<file path="src/rtl/gpio_irq_pkg.sv">
package gpio_irq_pkg;

    localparam int NUM_PINS      = 32;
    localparam int NUM_IRQ       = 16;
    localparam int BUS_W         = 16;
    localparam int ADDR_W        = 4;
    localparam int MODE_W        = 2;
    localparam int PINS_PER_WORD = BUS_W / MODE_W;
    localparam int NUM_MODE_REGS = NUM_PINS / PINS_PER_WORD;
    localparam int NUM_DATA_REGS = NUM_PINS / BUS_W;

    // Register word addresses
    localparam logic [ADDR_W-1:0] A_DATA0   = 4'd0;
    localparam logic [ADDR_W-1:0] A_MODE0   = 4'd2;
    localparam logic [ADDR_W-1:0] A_TYPE_HI = 4'd6;   // pins 8..15
    localparam logic [ADDR_W-1:0] A_TYPE_LO = 4'd7;   // pins 0..7
    localparam logic [ADDR_W-1:0] A_ENABLE  = 4'd8;
    localparam logic [ADDR_W-1:0] A_MASK    = 4'd9;
    localparam logic [ADDR_W-1:0] A_STATUS  = 4'd10;

    typedef enum logic [1:0] {
        TRIG_HIGH = 2'b00,
        TRIG_LOW  = 2'b01,
        TRIG_RISE = 2'b10,
        TRIG_FALL = 2'b11
    } trig_e;

    typedef struct packed {
        logic cur;
        logic prev;
    } samp_t;

    typedef struct packed {
        logic alt;
        logic out;
    } mode_t;

    function automatic logic trig_hit(trig_e t, samp_t s);
        logic hit;
        case (t)
            TRIG_HIGH: hit = s.cur;
            TRIG_LOW:  hit = !s.cur;
            TRIG_RISE: hit = s.cur && !s.prev;
            default:   hit = !s.cur && s.prev;
        endcase
        return hit;
    endfunction

endpackage

</file>
<file path="src/rtl/gpio_pin_sync.sv">
module gpio_pin_sync #(
    parameter int W      = 32,
    parameter int HIST_W = 16
) (
    input  logic              clk,
    input  logic              rst,
    input  logic [W-1:0]      async_i,
    output logic [W-1:0]      cur_o,
    output logic [HIST_W-1:0] prev_o
);
    logic [W-1:0]      meta_q;
    logic [W-1:0]      cur_q;
    logic [HIST_W-1:0] prev_q;

    always_ff @(posedge clk) begin
        if (rst) begin
            meta_q <= '0;
            cur_q  <= '0;
            prev_q <= '0;
        end else begin
            meta_q <= async_i;
            cur_q  <= meta_q;
            prev_q <= cur_q[HIST_W-1:0];
        end
    end

    assign cur_o  = cur_q;
    assign prev_o = prev_q;
endmodule

</file>
<file path="src/rtl/gpio_cfg_regs.sv">
module gpio_cfg_regs
    import gpio_irq_pkg::*;
(
    input  logic                                 clk,
    input  logic                                 rst,
    input  logic                                 wr_i,
    input  logic [ADDR_W-1:0]                    addr_i,
    input  logic [BUS_W-1:0]                     wdata_i,
    output logic [NUM_DATA_REGS-1:0][BUS_W-1:0]  data_o,
    output logic [NUM_MODE_REGS-1:0][BUS_W-1:0]  mode_o,
    output logic [BUS_W-1:0]                     type_hi_o,
    output logic [BUS_W-1:0]                     type_lo_o,
    output logic [NUM_IRQ-1:0]                   enable_o,
    output logic [NUM_IRQ-1:0]                   mask_o
);
    logic [NUM_DATA_REGS-1:0][BUS_W-1:0] data_q;
    logic [NUM_MODE_REGS-1:0][BUS_W-1:0] mode_q;
    logic [BUS_W-1:0]                    type_hi_q, type_lo_q;
    logic [NUM_IRQ-1:0]                  enable_q, mask_q;

    always_ff @(posedge clk) begin
        if (rst) begin
            data_q    <= '0;
            mode_q    <= '0;
            type_hi_q <= '0;
            type_lo_q <= '0;
            enable_q  <= '0;
            mask_q    <= '0;
        end else if (wr_i) begin
            for (int k = 0; k < NUM_DATA_REGS; k++)
                if (addr_i == A_DATA0 + ADDR_W'(k)) data_q[k] <= wdata_i;
            for (int k = 0; k < NUM_MODE_REGS; k++)
                if (addr_i == A_MODE0 + ADDR_W'(k)) mode_q[k] <= wdata_i;
            if (addr_i == A_TYPE_HI) type_hi_q <= wdata_i;
            if (addr_i == A_TYPE_LO) type_lo_q <= wdata_i;
            if (addr_i == A_ENABLE)  enable_q  <= wdata_i[NUM_IRQ-1:0];
            if (addr_i == A_MASK)    mask_q    <= wdata_i[NUM_IRQ-1:0];
        end
    end

    assign data_o    = data_q;
    assign mode_o    = mode_q;
    assign type_hi_o = type_hi_q;
    assign type_lo_o = type_lo_q;
    assign enable_o  = enable_q;
    assign mask_o    = mask_q;


    mask_load_chk: assert property (@(posedge clk) disable iff (rst)
        $past(wr_i && addr_i == A_MASK) |-> mask_q == $past(wdata_i[NUM_IRQ-1:0]));
endmodule

</file>
<file path="src/rtl/gpio_trig_cell.sv">
module gpio_trig_cell
    import gpio_irq_pkg::*;
(
    input  logic  clk,
    input  logic  rst,
    input  logic  en_i,
    input  trig_e type_i,
    input  samp_t samp_i,
    input  logic  clr_i,
    output logic  status_o
);
    logic status_q;
    logic det_w;

    assign det_w = en_i && trig_hit(type_i, samp_i);

    always_ff @(posedge clk) begin
        if (rst) status_q <= 1'b0;
        else     status_q <= det_w || (status_q && !clr_i);
    end

    assign status_o = status_q;


    status_needs_enable_chk: assert property (@(posedge clk) disable iff (rst)
        $rose(status_q) |-> $past(en_i));

    clear_takes_effect_chk: assert property (@(posedge clk) disable iff (rst)
        $past(clr_i && !det_w) |-> !status_q);

    event_beats_clear_chk: assert property (@(posedge clk) disable iff (rst)
        $past(clr_i && det_w) |-> status_q);

    rise_needs_edge_chk: assert property (@(posedge clk) disable iff (rst)
        ($rose(status_q) && $past(type_i == TRIG_RISE)) |-> $past(samp_i.cur && !samp_i.prev));
endmodule

</file>
<file path="src/rtl/gpio_irq_unit.sv">
module gpio_irq_unit
    import gpio_irq_pkg::*;
(
    input  logic                clk,
    input  logic                rst,
    input  logic                bus_wr,
    input  logic [ADDR_W-1:0]   bus_addr,
    input  logic [BUS_W-1:0]    bus_wdata,
    output logic [BUS_W-1:0]    bus_rdata,
    input  logic [NUM_PINS-1:0] pin_in,
    output logic [NUM_PINS-1:0] pin_out,
    output logic [NUM_PINS-1:0] pin_oe,
    output logic [NUM_PINS-1:0] pin_alt,
    output logic                irq
);
    logic [NUM_PINS-1:0]                 cur_w;
    logic [NUM_IRQ-1:0]                  prev_w;
    logic [NUM_DATA_REGS-1:0][BUS_W-1:0] data_w;
    logic [NUM_MODE_REGS-1:0][BUS_W-1:0] mode_w;
    logic [BUS_W-1:0]                    type_hi_w, type_lo_w;
    logic [NUM_IRQ-1:0]                  enable_w, mask_w;
    logic [NUM_IRQ-1:0]                  status_w, clr_w, pend_w;
    logic [NUM_PINS-1:0]                 view_w;
    logic                                irq_q;

    gpio_pin_sync #(.W(NUM_PINS), .HIST_W(NUM_IRQ)) i_sync (
        .clk(clk), .rst(rst), .async_i(pin_in), .cur_o(cur_w), .prev_o(prev_w)
    );

    gpio_cfg_regs i_regs (
        .clk(clk), .rst(rst), .wr_i(bus_wr), .addr_i(bus_addr), .wdata_i(bus_wdata),
        .data_o(data_w), .mode_o(mode_w), .type_hi_o(type_hi_w), .type_lo_o(type_lo_w),
        .enable_o(enable_w), .mask_o(mask_w)
    );

    // Per-pin mode decode and data readback view
    for (genvar n = 0; n < NUM_PINS; n++) begin : g_pin
        localparam int WORD = n / PINS_PER_WORD;
        localparam int SLOT = n % PINS_PER_WORD;
        mode_t mode;
        assign mode       = mode_t'(mode_w[WORD][MODE_W*SLOT +: MODE_W]);
        assign pin_oe[n]  = mode.out;
        assign pin_alt[n] = mode.alt;
        assign pin_out[n] = data_w[n / BUS_W][n % BUS_W];
        assign view_w[n]  = mode.out ? pin_out[n] : cur_w[n];
    end

    // Interrupt lines: pins 0..7 use the type word at the higher address
    assign clr_w = (bus_wr && bus_addr == A_STATUS) ? bus_wdata[NUM_IRQ-1:0] : '0;

    for (genvar i = 0; i < NUM_IRQ; i++) begin : g_irq
        localparam int SLOT = i % PINS_PER_WORD;
        trig_e tsel;
        samp_t samp;
        if (i < PINS_PER_WORD) begin : g_lo
            assign tsel = trig_e'(type_lo_w[MODE_W*SLOT +: MODE_W]);
        end else begin : g_hi
            assign tsel = trig_e'(type_hi_w[MODE_W*SLOT +: MODE_W]);
        end
        assign samp.cur  = cur_w[i];
        assign samp.prev = prev_w[i];
        gpio_trig_cell i_cell (
            .clk(clk), .rst(rst), .en_i(enable_w[i]), .type_i(tsel),
            .samp_i(samp), .clr_i(clr_w[i]), .status_o(status_w[i])
        );
    end

    assign pend_w = status_w & ~mask_w;

    always_ff @(posedge clk) begin
        if (rst) irq_q <= 1'b0;
        else     irq_q <= |pend_w;
    end
    assign irq = irq_q;

    // Register read mux
    always_comb begin
        bus_rdata = '0;
        for (int k = 0; k < NUM_DATA_REGS; k++)
            if (bus_addr == A_DATA0 + ADDR_W'(k)) bus_rdata = view_w[k*BUS_W +: BUS_W];
        for (int k = 0; k < NUM_MODE_REGS; k++)
            if (bus_addr == A_MODE0 + ADDR_W'(k)) bus_rdata = mode_w[k];
        if (bus_addr == A_TYPE_HI) bus_rdata = type_hi_w;
        if (bus_addr == A_TYPE_LO) bus_rdata = type_lo_w;
        if (bus_addr == A_ENABLE)  bus_rdata = BUS_W'(enable_w);
        if (bus_addr == A_MASK)    bus_rdata = BUS_W'(mask_w);
        if (bus_addr == A_STATUS)  bus_rdata = BUS_W'(status_w);
    end


    irq_quiet_chk: assert property (@(posedge clk) disable iff (rst)
        $past(pend_w == '0) |-> !irq);

    irq_follows_chk: assert property (@(posedge clk) disable iff (rst)
        $past(pend_w != '0) |-> irq);
endmodule

</file>
<file path="config.mk">
export PLATFORM = sky130hd
export DESIGN_NAME = gpio_irq_unit
export DESIGN_NICKNAME = d
export VERILOG_FILES = /design/src/rtl/gpio_irq_pkg.sv /design/src/rtl/gpio_pin_sync.sv /design/src/rtl/gpio_cfg_regs.sv /design/src/rtl/gpio_trig_cell.sv /design/src/rtl/gpio_irq_unit.sv
export SDC_FILE = /design/constraint.sdc
export NUM_CORES = 1
export LEC_CHECK = 0
export BUFFER_PORTS_ARGS = -buffer_cell sky130_fd_sc_hd__buf_4
export CORE_AREA = 2 2 140 155
export DETAILED_ROUTE_END_ITERATION = 16
export DIE_AREA = 0 0 142 157
export GPL_TIMING_DRIVEN = 0
export PLACE_DENSITY_LB_ADDON = 0.05
export SYNTH_ARGS = -nofsm -noshare
export SYNTH_HDL_FRONTEND = slang
export SYNTH_SLANG_ARGS = --single-unit
</file>
<file path="constraint.sdc">
create_clock -name clk -period 2.2 [get_ports clk]
set_input_delay 0.33 -clock clk [delete_from_list [all_inputs] [get_ports clk]]
set_output_delay 0.33 -clock clk [all_outputs]
set_load 0.02 [all_outputs]
</file>
Yosys cells after proc, flatten, opt, wreduce, memory -nomap -nowiden:

Index checks and enable logic that the tools add are counted.

* bits in read-only memories: 0
* input port bits: 55
* bits in writable memories: 0
* memories kept: 0
* word-level logic and storage cells: 291
* latch bits: 0
* flip-flop bits (word level): 257

* div/mod/pow operators: 0
* magnitude comparators: 0
* add/subtract/negate cells: 0
* bitwise gates (word level): 2
* multiplexer cells: 60
* shift operators: 0
* reduce and logical (&&, ||, !) cells: 157
* equal/unequal tests: 42
* $mul: 0

Operators by type and width (number)
* 16-bit 2-to-1 mux: 12
* 1-bit logical AND: 65
* 1-bit logical NOT: 48
* 1-bit case mux with 3 select lines: 16
* 2-bit by 1-bit equality test with 1-bit output (second input constant): 16
* 2-bit equality test (second input constant): 16
* 2-bit logical NOT: 16
* 1-bit 2-to-1 mux: 32
* 2-bit AND reduction: 10
* 16-bit bitwise AND: 1
* 4-bit by 3-bit equality test with 1-bit output (second input constant): 4
* 1-bit logical OR: 16
* 16-bit NOT: 1
* 16-bit OR reduction: 1
* 4-bit equality test (second input constant): 3
* 4-bit by 2-bit equality test with 1-bit output (second input constant): 2
* 4-bit by 1-bit equality test with 1-bit output (second input constant): 1
* 4-bit logical NOT: 1

Logic depth before layout (Yosys ltp):

Gate-level depths: netlist of the first run.

* depth in word-level cells: 12
* depth in mapped cells: 8
* gate-level depth less buffers: 4

Cells and area by module:

Synthesis of the first run repeated with hierarchy kept, for this count alone.

* cell total of the unflattened synthesis: 1232
* area total of the unflattened synthesis: 11906.4 sq um

Modules (own cells, without submodules)
* gpio_cfg_regs: area each 6302.3 sq um, instances 1, seq. area each 3203.1 sq um, cells an instance 561
* gpio_irq_unit: area each 2441.1 sq um, instances 1, seq. area each 20.0 sq um, cells an instance 375
* gpio_pin_sync: area each 2142.1 sq um, instances 1, seq. area each 1601.5 sq um, cells an instance 168
* gpio_trig_cell: area each 63.8 sq um, instances 16, seq. area each 20.0 sq um, cells an instance 8

Worst setup path after synthesis of the first run:

No wires, ideal clock.

* path kind: input-to-output
* start: input bus_addr[2]
* end: output bus_rdata[11]
* data arrival time: 1.817 ns
* cell stages on the path: 5
* path buffers: 1
* path slack: 0.053 ns
* required time: 1.870 ns
* cell sequence: buf_4 > or4b_2 > o21ai_0 > o32ai_1 > o21ai_0

* cells in the longest elaborated chain, start to end: 12
* elaborated cells on any way between the ends: 22
* those cells by class: eq/ne: 10; mux: 11; reduce/logical: 1

Ends and longest elaborated chain
* start: declaration: line gpio_irq_unit.sv:7 `input logic [ADDR_W-1:0] bus_addr,`
* 4-bit logical NOT: line gpio_irq_unit.sv:80 `if (bus_addr == A_DATA0 + ADDR_W'(k)) bus_rdata = view_w[k*BUS_W +: BUS_W];`
* 16-bit 2-to-1 mux (2 in a row): line gpio_irq_unit.sv:80
* 16-bit 2-to-1 mux (4 in a row): line gpio_irq_unit.sv:82 `if (bus_addr == A_MODE0 + ADDR_W'(k)) bus_rdata = mode_w[k];`
* 16-bit 2-to-1 mux: line gpio_irq_unit.sv:83 `if (bus_addr == A_TYPE_HI) bus_rdata = type_hi_w;`
* 16-bit 2-to-1 mux: line gpio_irq_unit.sv:84 `if (bus_addr == A_TYPE_LO) bus_rdata = type_lo_w;`
* 16-bit 2-to-1 mux: line gpio_irq_unit.sv:85 `if (bus_addr == A_ENABLE) bus_rdata = BUS_W'(enable_w);`
* 16-bit 2-to-1 mux: line gpio_irq_unit.sv:86 `if (bus_addr == A_MASK) bus_rdata = BUS_W'(mask_w);`
* 16-bit 2-to-1 mux (*): line gpio_irq_unit.sv:87 `if (bus_addr == A_STATUS) bus_rdata = BUS_W'(status_w);`
* end: declaration: line gpio_irq_unit.sv:9 `output logic [BUS_W-1:0] bus_rdata,`

Every way passes the cells marked *; elsewhere a longest branch is shown, timed or not.

Worst setup path after layout of the first run:

* start: register i_regs.mode_q, in the netlist i_regs.mode_o[34]
* end: output bus_rdata[1]

* cells in the longest elaborated chain, start to end: 11

Ends and longest elaborated chain
* start: declaration: line gpio_cfg_regs.sv:17 `logic [NUM_MODE_REGS-1:0][BUS_W-1:0] mode_q;`
* start signal: indexed assignment: line gpio_cfg_regs.sv:33 `if (addr_i == A_MODE0 + ADDR_W'(k)) mode_q[k] <= wdata_i;`
* 1-bit 2-to-1 mux: line gpio_irq_unit.sv:45 `assign view_w[n] = mode.out ? pin_out[n] : cur_w[n];`
* 16-bit 2-to-1 mux: line gpio_irq_unit.sv:80
* 16-bit 2-to-1 mux (4 in a row): line gpio_irq_unit.sv:82
* 16-bit 2-to-1 mux: line gpio_irq_unit.sv:83
* 16-bit 2-to-1 mux: line gpio_irq_unit.sv:84
* 16-bit 2-to-1 mux: line gpio_irq_unit.sv:85
* 16-bit 2-to-1 mux: line gpio_irq_unit.sv:86
* 16-bit 2-to-1 mux: line gpio_irq_unit.sv:87

No other way between the ends.

==> impl_metrics.tcl, run 1 <==
set metrics [dict create \
    netlist_area_mm2 0.01119 \
    start_util 0.5441 \
    io_pins 168 \
    crit_arrival_ns 2.10 \
    holdPathStages 2 \
    ys_seq_area_frac 0.4596 \
    pre_cts_slack_ns -0.8259 \
    synthCells 1321 \
    crit_path_end_kind "output pin" \
    synth_async_sr_flop_share 0 \
    synth_top_area_frac 0.4596 \
    num_antenna_cells 0 \
    gp_congestion 1.074 \
    hold_viol 0 \
    yosysTopAreaCell "dfxtp_1" \
    io_buffers 165 \
    max_freq_ghz 0.4116 \
    syn_nets 1376 \
    reg2reg_slack_ns 0.79 \
    grt_max_degree 15 \
    clock_latency_ns 0.54 \
    num_vias 11090 \
    maxCapViolations 0 \
    grt_overflow_total 0 \
    cts_max_path_buffers 3 \
    cp_slowest_cell "dfxtp_4" \
    setup_viol 15 \
    synth_edf_count 0 \
    die_area_mm2 0.02229 \
    drtAntennaViolNets 0 \
    rows 55 \
    layout-area-overhead-vs-synth_pct 30.30 \
    final_common_cell "dfxtp_1" \
    drtIter0Drc 1094 \
    fp.dieH_um 157 \
    p_leak_nw 5.729 \
    drv_slew 0 \
    routed_via_density 6.116 \
    finClkSkew_ns 0.007891 \
    avgRoutedWirePerCell_um 25.38 \
    r2r_cells 4 \
    synth.area.top_cells "dfxtp_1, mux2i_1, nand2_1" \
    cts-root-buf "clkbuf_16" \
    dp_hpwl_um 33130 \
    intPower_mw 8.060 \
    worstHoldPathType "in2reg" \
    relSlewSlack 0.2159 \
    fin_area_mm2 0.01459 \
    nFillCells 1676 \
    comb_power_share 0.111 \
    grt_first_pass_wirelength_um 66000 \
    min_period_over_period 1.104 \
    rsz0062_at_grt "true" \
    powerDensity_mw_per_mm2 741.4 \
    ys_ff_latch 257 \
    min_period_ns 2.430 \
    tightestPinTransition_ns 1.176 \
    required_ns 1.87 \
    critical-path-max-stage-delay_ns 0.35 \
    tritoncts "yes" \
    yosysWarningCount 0 \
    r2r-end "g_irq[14].i_cell.status_o" \
    power_switching_mw 2.755 \
    violations "negative setup slack" \
    cts_buffers 26 \
    hold_ws_ns 0.001195 \
    clkSlewWorstSetupHoldPaths_ns 0.06 \
    drive_above_1_share 0.2441 \
    track_usage 0.4044 \
    peakVddDrop_v 0.0007258 \
    grt_pass1_vias 10640 \
    pwr-share-clk 0.444 \
    critical_path.cell_chain "mux2_4 > o211ai_1 > o211ai_1 > a22o_1 > buf_6" \
    synth_area_per_cell_um2 8.474 \
    crit_fanout 2 \
    critPathKind "reg2out" \
    swShare 0.2548 \
    synthDistinctLibCells 52 \
    core_mm2 0.02058 \
    status "complete, but fails checks" \
    final_cell_mix "dfxtp_1, nand2_1, buf_4" \
    die_w_um 142 \
    r2r-start "i_regs.type_hi_o[13]" \
    cts.sink_count 257 \
    cpMostUsedCell "o211ai_1" \
    dpl_cell_area_mm2 0.01275 \
    antenna_found_initial 0 \
    crit_path_start_kind "flop" \
    ys.flop_type "dfxtp_1" \
    finalNetCount 1593 \
    drc 0 \
    holdPathEnd "i_sync.meta_q[12]" \
    pwr-share-seq 0.445 \
    setup_ws_ns -0.2298 \
    ctsHtreeMaxLevel 1 \
    hp-start "pin_in[12]" \
    drt_wl_total_um 46010 \
    dr.pass1.iters 6 \
]
==> worst max path at each step <==
stage                       from            end  slack (ns)  cells after the start
2_1_floorplan        bus_addr[2]  bus_rdata[11]        0.05                      5
3_3_place_gp         bus_addr[1]  bus_rdata[10]       -0.81                      8
3_5_place_dp         bus_addr[1]  bus_rdata[10]       -0.83                      8
4_1_cts        i_regs.mode_o[34]   bus_rdata[1]       -0.15                      5
5_1_grt        i_regs.mode_o[52]  bus_rdata[10]       -0.23                      5
6_report       i_regs.mode_o[34]   bus_rdata[1]       -0.23                      5
==> cells in the mapped netlist, types with 15 or more instances <==
master,number
o211ai_1,24
nand3_1,18
nand2b_1,35
a21oi_1,106
o21ai_0,54
o22ai_1,20
nor2_1,112
inv_1,37
a211oi_1,18
dfxtp_1,257
buf_2,24
mux2i_1,93
nor2b_1,79
clkbuf_1,68
nand2_1,213
and3_1,15
==> through the flow <==
step	setup TNS (ns)	power (mW)	cells	util
3_5_place_dp	-12.20	5.948	1742	0.6198
5_1_grt	-2.200	11.08	1813	0.7089
3_3_place_gp	-12.51	5.938	1742	0.6198
6_report	-1.935	10.82	1813	0.7089
4_1_cts	-1.369	10.72	1805	0.6961
2_1_floorplan	0	5.466	1321	-
==> logic make-up after synthesis <==
kind of cell / after synthesis / synth area share
buf+inv: 141 / 0.05432
flops: 257 / 0.4596
simple gates: 499 / 0.2098
mux: 103 / 0.09322
compound gates: 321 / 0.1831
==> area by class of cell <==
class / count / area (um^2) / share of cell area
Buffer: 104 / 576.8 / 0.03954
Clock buffer: 34 / 752.0 / 0.05155
Clock inverter: 13 / 176.4 / 0.01209
Inverter: 37 / 138.9 / 0.009521
Multi-Input combinational cell: 923 / 5879 / 0.4031
Sequential cell: 257 / 5215 / 0.3575
Tap cell: 256 / 320.3 / 0.02196
Timing Repair Buffer: 189 / 1528 / 0.1047
==> critical path, delay by kind of cell, from the launching register on <==
family | cells | cell delay [ns]
mux | 1 | 0.29
compound gates | 3 | 0.78
buf+inv | 1 | 0.14
flops | 1 | 0.35
==> per-layer routing <==
metal	vias to the layer above	routed length [um]	part of all wire	GRT usage
met5	-	0	0	0
met4	0	3940	0.086	0.2967
met3	199	3813	0.083	0.05233
met2	715	20500	0.45	0.6372
met1	5216	17750	0.39	0.5097
li1	4958	-	-	-
==> flip-flops by register name, summed over array words and instances (netlist names) <==
name                   cells
i_regs.enable_o           16
i_regs.type_hi_o          16
i_regs.data_o             32
i_sync.cur_o              32
i_regs.type_lo_o          16
g_irq.i_cell.status_o     16
i_sync.prev_o             16
irq                        1
i_sync.meta_q             32
i_regs.mode_o             64
i_regs.mask_o             16
==> what timing repair did <==
action / CTS / global route
gates resized for setup: 150 / 49
setup endpoints to repair: 16 / 16
hold buffers: 2 / 1
gates cloned: 0 / 1
pin swaps: 43 / 26
buffers inserted: 14 / 6
hold endpoints to repair: 2 / 1
==> power by group through the flow <==
stage	registers, mW	logic (mW)	clock network [mW]
floorplan	4.92	0.544	0
finish	4.81	1.21	4.80
detailed placement	4.92	1.03	0
global route	4.82	1.24	5.02
CTS	4.81	1.12	4.80
global placement	4.92	1.02	0
No activity file was read; power rests on OpenSTA's default activity.
==> inputs of run 2 (changes only) <==
--- a/config.mk
+++ b/config.mk
@@ -5,10 +5,12 @@
 export SDC_FILE = /design/constraint.sdc
 export NUM_CORES = 1
 export LEC_CHECK = 0
+export ABC_AREA = 1
 export BUFFER_PORTS_ARGS = -buffer_cell sky130_fd_sc_hd__buf_4
-export CORE_AREA = 2 2 140 155
+export CORE_AREA = 2 2 137 153
+export CTS_BUF_LIST = sky130_fd_sc_hd__clkbuf_16
 export DETAILED_ROUTE_END_ITERATION = 16
-export DIE_AREA = 0 0 142 157
+export DIE_AREA = 0 0 139 155
 export GPL_TIMING_DRIVEN = 0
 export PLACE_DENSITY_LB_ADDON = 0.05
 export SYNTH_ARGS = -nofsm -noshare
==> impl_metrics.tcl, run 2 <==
set metrics [dict create \
    powerDensity_mw_per_mm2 718.2 \
    power.total_mw 10.45 \
    grt_pass1_vias 10900 \
    drtAntennaViolNets 0 \
    relSlewSlack 0.2479 \
    largest_reg_flops 64 \
    grt_overflow_total 0 \
    clkSlewWorstSetupHoldPaths_ns 0.07 \
    yosysTopAreaCell "dfxtp_1" \
    hold_viol 1 \
    hold_ws_ns -0.009001 \
    regArea_mm2 0.005245 \
    tightestPinTransition_ns 1.128 \
    dr.pass1.iters 5 \
    dp_hpwl_um 30310 \
    ctsHtreeMaxLevel 1 \
    crit_path_start_kind "flop" \
    final_cell_mix "nand2_1, buf_4, dfxtp_1" \
    final_common_cell "nand2_1" \
    pwr-share-clk 0.443 \
    gp_congestion 1.003 \
    fp.dieH_um 155 \
    status "complete, but fails checks" \
    setup_viol 16 \
    fin_area_mm2 0.01455 \
    synth.area.top_cells "dfxtp_1, nand2_1, nor2_1" \
    max_freq_ghz 0.4065 \
    multi_input_area_mm2 0.004913 \
    cts-root-buf "clkbuf_16" \
    start_util 0.5394 \
    num_vias 12050 \
    synth_async_sr_flop_share 0 \
    nFillCells 1609 \
    die_area_mm2 0.02155 \
    core_mm2 0.02009 \
    swShare 0.2557 \
    drt_wl_total_um 43640 \
    track_usage 0.3886 \
    rows 55 \
    p_leak_nw 6.047 \
    violations "negative hold slack, negative setup slack" \
    avgRoutedWirePerCell_um 20.91 \
    ys_seq_area_frac 0.4747 \
    min_period_ns 2.460 \
    cts_buffers 27 \
    finalNetCount 1865 \
    cts_max_path_buffers 3 \
    drtIter0Drc 1704 \
    power_switching_mw 2.672 \
    synthDistinctLibCells 23 \
    dpl_cell_area_mm2 0.01240 \
    num_antenna_cells 0 \
    die_w_um 139 \
    io_buffers 165 \
    ys.flop_type "dfxtp_1" \
    required_ns 1.87 \
    crit_fanout 3 \
    peakVddDrop_v 0.0007035 \
    io_pins 168 \
    routed_via_density 5.774 \
    rsz0062_at_grt "true" \
    tritoncts "yes" \
    grt_max_degree 19 \
    dp.cells 1948 \
    yosysWarningCount 0 \
    synth_area_per_cell_um2 7.098 \
    critPathKind "reg2out" \
    drc 0 \
    crit_path_end_kind "output pin" \
    maxCapViolations 0 \
    clock_latency_ns 0.55 \
    synth_edf_count 0 \
    drv_slew 0 \
    grt_first_pass_wirelength_um 64250 \
    ys_ff_latch 257 \
    setup_ws_ns -0.2601 \
    synthCells 1527 \
    cts.sink_count 257 \
    pwr-share-seq 0.463 \
    comb_power_share 0.094 \
    intPower_mw 7.779 \
    syn_nets 1582 \
    worstHoldPathType "in2reg" \
    fin_cells 2087 \
    netlist_area_mm2 0.01084 \
    finClkSkew_ns 0.01405 \
    antenna_found_initial 0 \
    yosysMostFrequentCell "nand2_1" \
    synth.cells.most_frequent "nand2_1, dfxtp_1, nor2_1, inv_1, nand3_1" \
    min_period_over_period 1.118 \
    synth_top_area_frac 0.4747 \
    crit_arrival_ns 2.13 \
    drive_above_1_share 0.2676 \
    layout-area-overhead-vs-synth_pct 34.27 \
    pre_cts_slack_ns -0.2572 \
]
## run 2: cell types whose count changed after synthesis, moves of 31 or more
cell / previous run / this run
nand4_1: 0 / 37
mux2i_1: 93 / 0
inv_1: 37 / 172
nand2_1: 213 / 380
nand3_1: 18 / 134
nor2b_1: 79 / 0
o21ai_0: 54 / 23
nor2_1: 112 / 198
nand2b_1: 35 / 0
a211oi_1: 18 / 80
## run 2: power groups by stage
stage | Combinational [mW] | Clock (mW) | Sequential, mW
2_1_floorplan | 0.404 | 0 | 4.95
3_3_place_gp | 0.813 | 0 | 4.94
3_5_place_dp | 0.819 | 0 | 4.94
4_1_cts | 0.923 | 4.60 | 4.83
5_1_grt | 1.03 | 4.79 | 4.84
6_report | 0.982 | 4.63 | 4.84
## run 2: metrics by stage
stage	setup TNS, ns	hold slack (ns)	util
2_1_floorplan	0	0.3883	-
3_3_place_gp	-1.781	0.3891	0.6169
3_5_place_dp	-1.831	0.3921	0.6169
4_1_cts	-1.436	0.001593	0.7111
5_1_grt	-2.046	0.01234	0.7242
6_report	-1.536	-0.009001	0.7242
## run 2: timing repair
item / CTS / global route
hold endpoints to repair: 30 / 0
hold buffers: 30 / 0
buffers inserted: 47 / 13
pin swaps: 93 / 81
resized for setup: 186 / 58
setup endpoints to repair: 16 / 16
## run 2: layout make-up
cell class | instances | area share
tap | 256 | 0.02201
buffer | 100 | 0.03121
sequential | 257 | 0.3604
clock buffer | 27 | 0.04643
inverter | 178 | 0.04832
multi-input combinational | 991 | 0.3377
clock inverter | 23 | 0.01410
timing repair buffer | 255 | 0.1398
## run 2: logic make-up (layout without fill, tap and decap cells)
family | Yosys count | in the layout | share of synthesized area
and+or+nand+nor | 761 | 761 | 0.2929
buffers and inverters | 279 | 583 | 0.1029
AOI/OAI and AO/OA | 230 | 230 | 0.1295
DFF | 257 | 257 | 0.4747
## run 2: layer usage
metal | track usage | vias up | routed length (um) | share of wire
met3 | 0.08341 | 154 | 5391 | 0.12
li1 | - | 5488 | - | -
met4 | 0.1905 | 0 | 2449 | 0.056
met1 | 0.5280 | 5551 | 16970 | 0.39
met2 | 0.5900 | 857 | 18830 | 0.43
met5 | 0 | - | 0 | 0
## run 2: final timing paths
path | start | to | slack, ns | depth (start not counted)
max | i_regs.mode_o[44] | bus_rdata[6] | -0.26 | 10
min | pin_in[23] | i_sync.meta_q[23] | -0.009 | 3
max reg2reg | i_sync.cur_o[14] | g_irq[14].i_cell.status_o | 0.98 | 7
min reg2reg | i_sync.meta_q[7] | i_sync.cur_o[7] | 0.39 | 2
## run 2: critical path, stage by stage (launching register included)
cell and delay [ns]:
dfxtp_2 0.36, inv_2 0.05, nand2_2 0.06, nand2_2 0.07
nand2_2 0.08, nand3_2 0.09, nor2_4 0.13, nand4_1 0.24
nand2_2 0.20, nand4_1 0.13, buf_6 0.16
==> inputs of run 3 (changes only) <==
--- a/config.mk
+++ b/config.mk
@@ -7,10 +7,12 @@
 export LEC_CHECK = 0
 export ABC_AREA = 1
 export BUFFER_PORTS_ARGS = -buffer_cell sky130_fd_sc_hd__buf_4
-export CORE_AREA = 2 2 137 153
+export CELL_PAD_IN_SITES_DETAIL_PLACEMENT = 1
+export CELL_PAD_IN_SITES_GLOBAL_PLACEMENT = 1
+export CORE_AREA = 2 2 159 176
 export CTS_BUF_LIST = sky130_fd_sc_hd__clkbuf_16
 export DETAILED_ROUTE_END_ITERATION = 16
-export DIE_AREA = 0 0 139 155
+export DIE_AREA = 0 0 161 178
 export GPL_TIMING_DRIVEN = 0
 export PLACE_DENSITY_LB_ADDON = 0.05
 export SYNTH_ARGS = -nofsm -noshare
==> impl_metrics.tcl, run 3 (synthesized netlist as in run 2, its figures left out) <==
set metrics [dict create \
    met2_usage 0.5427 \
    hold_ws_ns 0.007405 \
    tightestPinTransition_ns 1.237 \
    required_ns 1.87 \
    rows 63 \
    cts.sink_count 257 \
    worstHoldPathType "in2reg" \
    grt_overflow_total 0 \
    busiest_layer "met2" \
    tns_ns -2.903 \
    gr-usage-met1 0.4611 \
    setup_ws_ns -0.3087 \
    relSlewSlack 0.1754 \
    layout-area-overhead-vs-synth_pct 34.89 \
    violations "negative setup slack" \
    largest_reg_flops 64 \
    io_buffers 165 \
    critPathKind "reg2out" \
    cpMostUsedCell "nand2_2" \
    tritoncts "yes" \
    die_area_mm2 0.02866 \
    grt_first_pass_wirelength_um 72600 \
    num_antenna_cells 0 \
    critical_path_buf_inv_count 2 \
    die_w_um 161 \
    drc 0 \
    nFillCells 3385 \
    setup_viol 16 \
    cp_slowest_cell "dfxtp_2" \
    dp_hpwl_um 35820 \
    cts_buffers 28 \
    gr-usage-met3 0.05417 \
    ctsHtreeMaxLevel 1 \
    routed_via_density 5.424 \
    maxCapViolations 0 \
    min_period_ns 2.509 \
    max_freq_ghz 0.3986 \
    fp.dieH_um 178 \
    drt_wl_total_um 49980 \
    drv_slew 0 \
    drive_above_1_share 0.2544 \
    rsz0062_at_grt "true" \
    crit_path_end_kind "output pin" \
    crit_fanout 3 \
    grt_max_degree 15 \
    avgRoutedWirePerCell_um 22.96 \
    io_pins 168 \
    finalNetCount 1853 \
    core_mm2 0.02680 \
    gp_congestion 0.9949 \
    powerDensity_mw_per_mm2 756.0 \
    crit_path_start_kind "flop" \
    num_vias 11810 \
    grt_pass1_vias 11790 \
    final_common_cell "nand2_1" \
    drtAntennaViolNets 0 \
    finClkSkew_ns 0.009769 \
    track_usage 0.3409 \
    dr.pass1.iters 5 \
    drtIter0Drc 985 \
    critical-path-max-stage-delay_ns 0.36 \
    p_leak_nw 5.969 \
    start_util 0.4044 \
    peakVddDrop_v 0.0005375 \
    critical_path.cell_chain "inv_2 > nand2_2 > nand2_2 > nand2_2 > nand3_2 > nor2_4 > nand4_1 > nand2_2 > nand4_1 > buf_6" \
    status "complete, but fails checks" \
    antenna_found_initial 0 \
    crit_arrival_ns 2.18 \
    clkSlewWorstSetupHoldPaths_ns 0.06 \
    final_cell_mix "nand2_1, dfxtp_1, buf_4" \
    cts-root-buf "clkbuf_16" \
    cts_max_path_buffers 3 \
    min_period_over_period 1.140 \
    clock_latency_ns 0.55 \
    hold_viol 0 \
    critical-path-top-delay-family "simple AND/OR/NAND/NOR gates" \
]
==> run 3: changes by cell type in the layout (fill, tap and decap cells not counted), moves of 5 or more <==
cell        delta
nand2_1       +10
nand2_2       -10
buf_4          -8
buf_6          -5
clkinvlp_4     +5
dfxtp_1        +5
dfxtp_2        -5
nor2_2         +5
==> run 3: layout make-up <==
class	count	area, um^2	area share
buffer	100	450.4	0.03081
clock buffer	29	725.7	0.04964
clock inverter	23	286.5	0.01960
inverter	178	703.2	0.04810
multi-input combinational	991	4850	0.3317
sequential	257	5239	0.3584
tap	357	446.7	0.03055
timing repair buffer	242	1918	0.1312
==> run 3: through the flow <==
| step | worst slack, ns | cells | total power [mW] | utilization | cell area, um^2 |
|---|---|---|---|---|---|
| 3_5_place_dp | -0.3333 | 2049 | 5.813 | 0.4673 | 12520 |
| 3_3_place_gp | -0.3509 | 2049 | 5.796 | 0.4673 | 12520 |
| 4_1_cts | -0.2820 | 2166 | 11.02 | 0.5379 | 14420 |
| 5_1_grt | -0.3260 | 2177 | 11.32 | 0.5455 | 14620 |
| 2_1_floorplan | 0.5133 | 1527 | 5.356 | - | 10840 |
| 6_report | -0.3087 | 2177 | 11.05 | 0.5455 | 14620 |
==> run 3: timing repair <==
| item | 4_1_cts | 5_1_grt |
|---|---|---|
| setup buffers | 35 | 12 |
| hold endpoints to repair | 30 | 0 |
| pin swaps | 72 | 60 |
| setup endpoints to repair | 16 | 16 |
| resized for setup | 159 | 46 |
| hold buffers | 30 | 0 |
==> run 3: final timing paths <==
kind / from / end / slack, ns / depth (start not counted)
setup / recovery: i_regs.mode_o[44] / bus_rdata[6] / -0.31 / 10
hold / removal: pin_in[15] / i_sync.meta_q[15] / 0.007 / 3
setup reg to reg: i_sync.cur_o[12] / g_irq[12].i_cell.status_o / 0.94 / 7
hold reg to reg: i_sync.meta_q[15] / i_sync.cur_o[15] / 0.39 / 2
==> run 3: report_power, final <==
| part | total, mW | internal, mW | leakage, nW | switching, mW |
|---|---|---|---|---|
| combinational | 0.996 | 0.324 | 3.37 | 0.673 |
| sequential | 4.84 | 4.75 | 2.11 | 0.0875 |
| clock | 5.22 | 3.11 | 0.481 | 2.10 |
==> run 3: worst min-delay path: cells and delay by family <==
kind / cells / cell delay [ns]
simple gates: 1 / 0.07
buf+inv: 2 / 0.10
==> run 3: metal layers <==
metal	vias to the layer above	share of wire
li1	5470	-
met1	5723	0.43
met2	508	0.45
met3	107	0.078
met4	0	0.041
met5	-	0
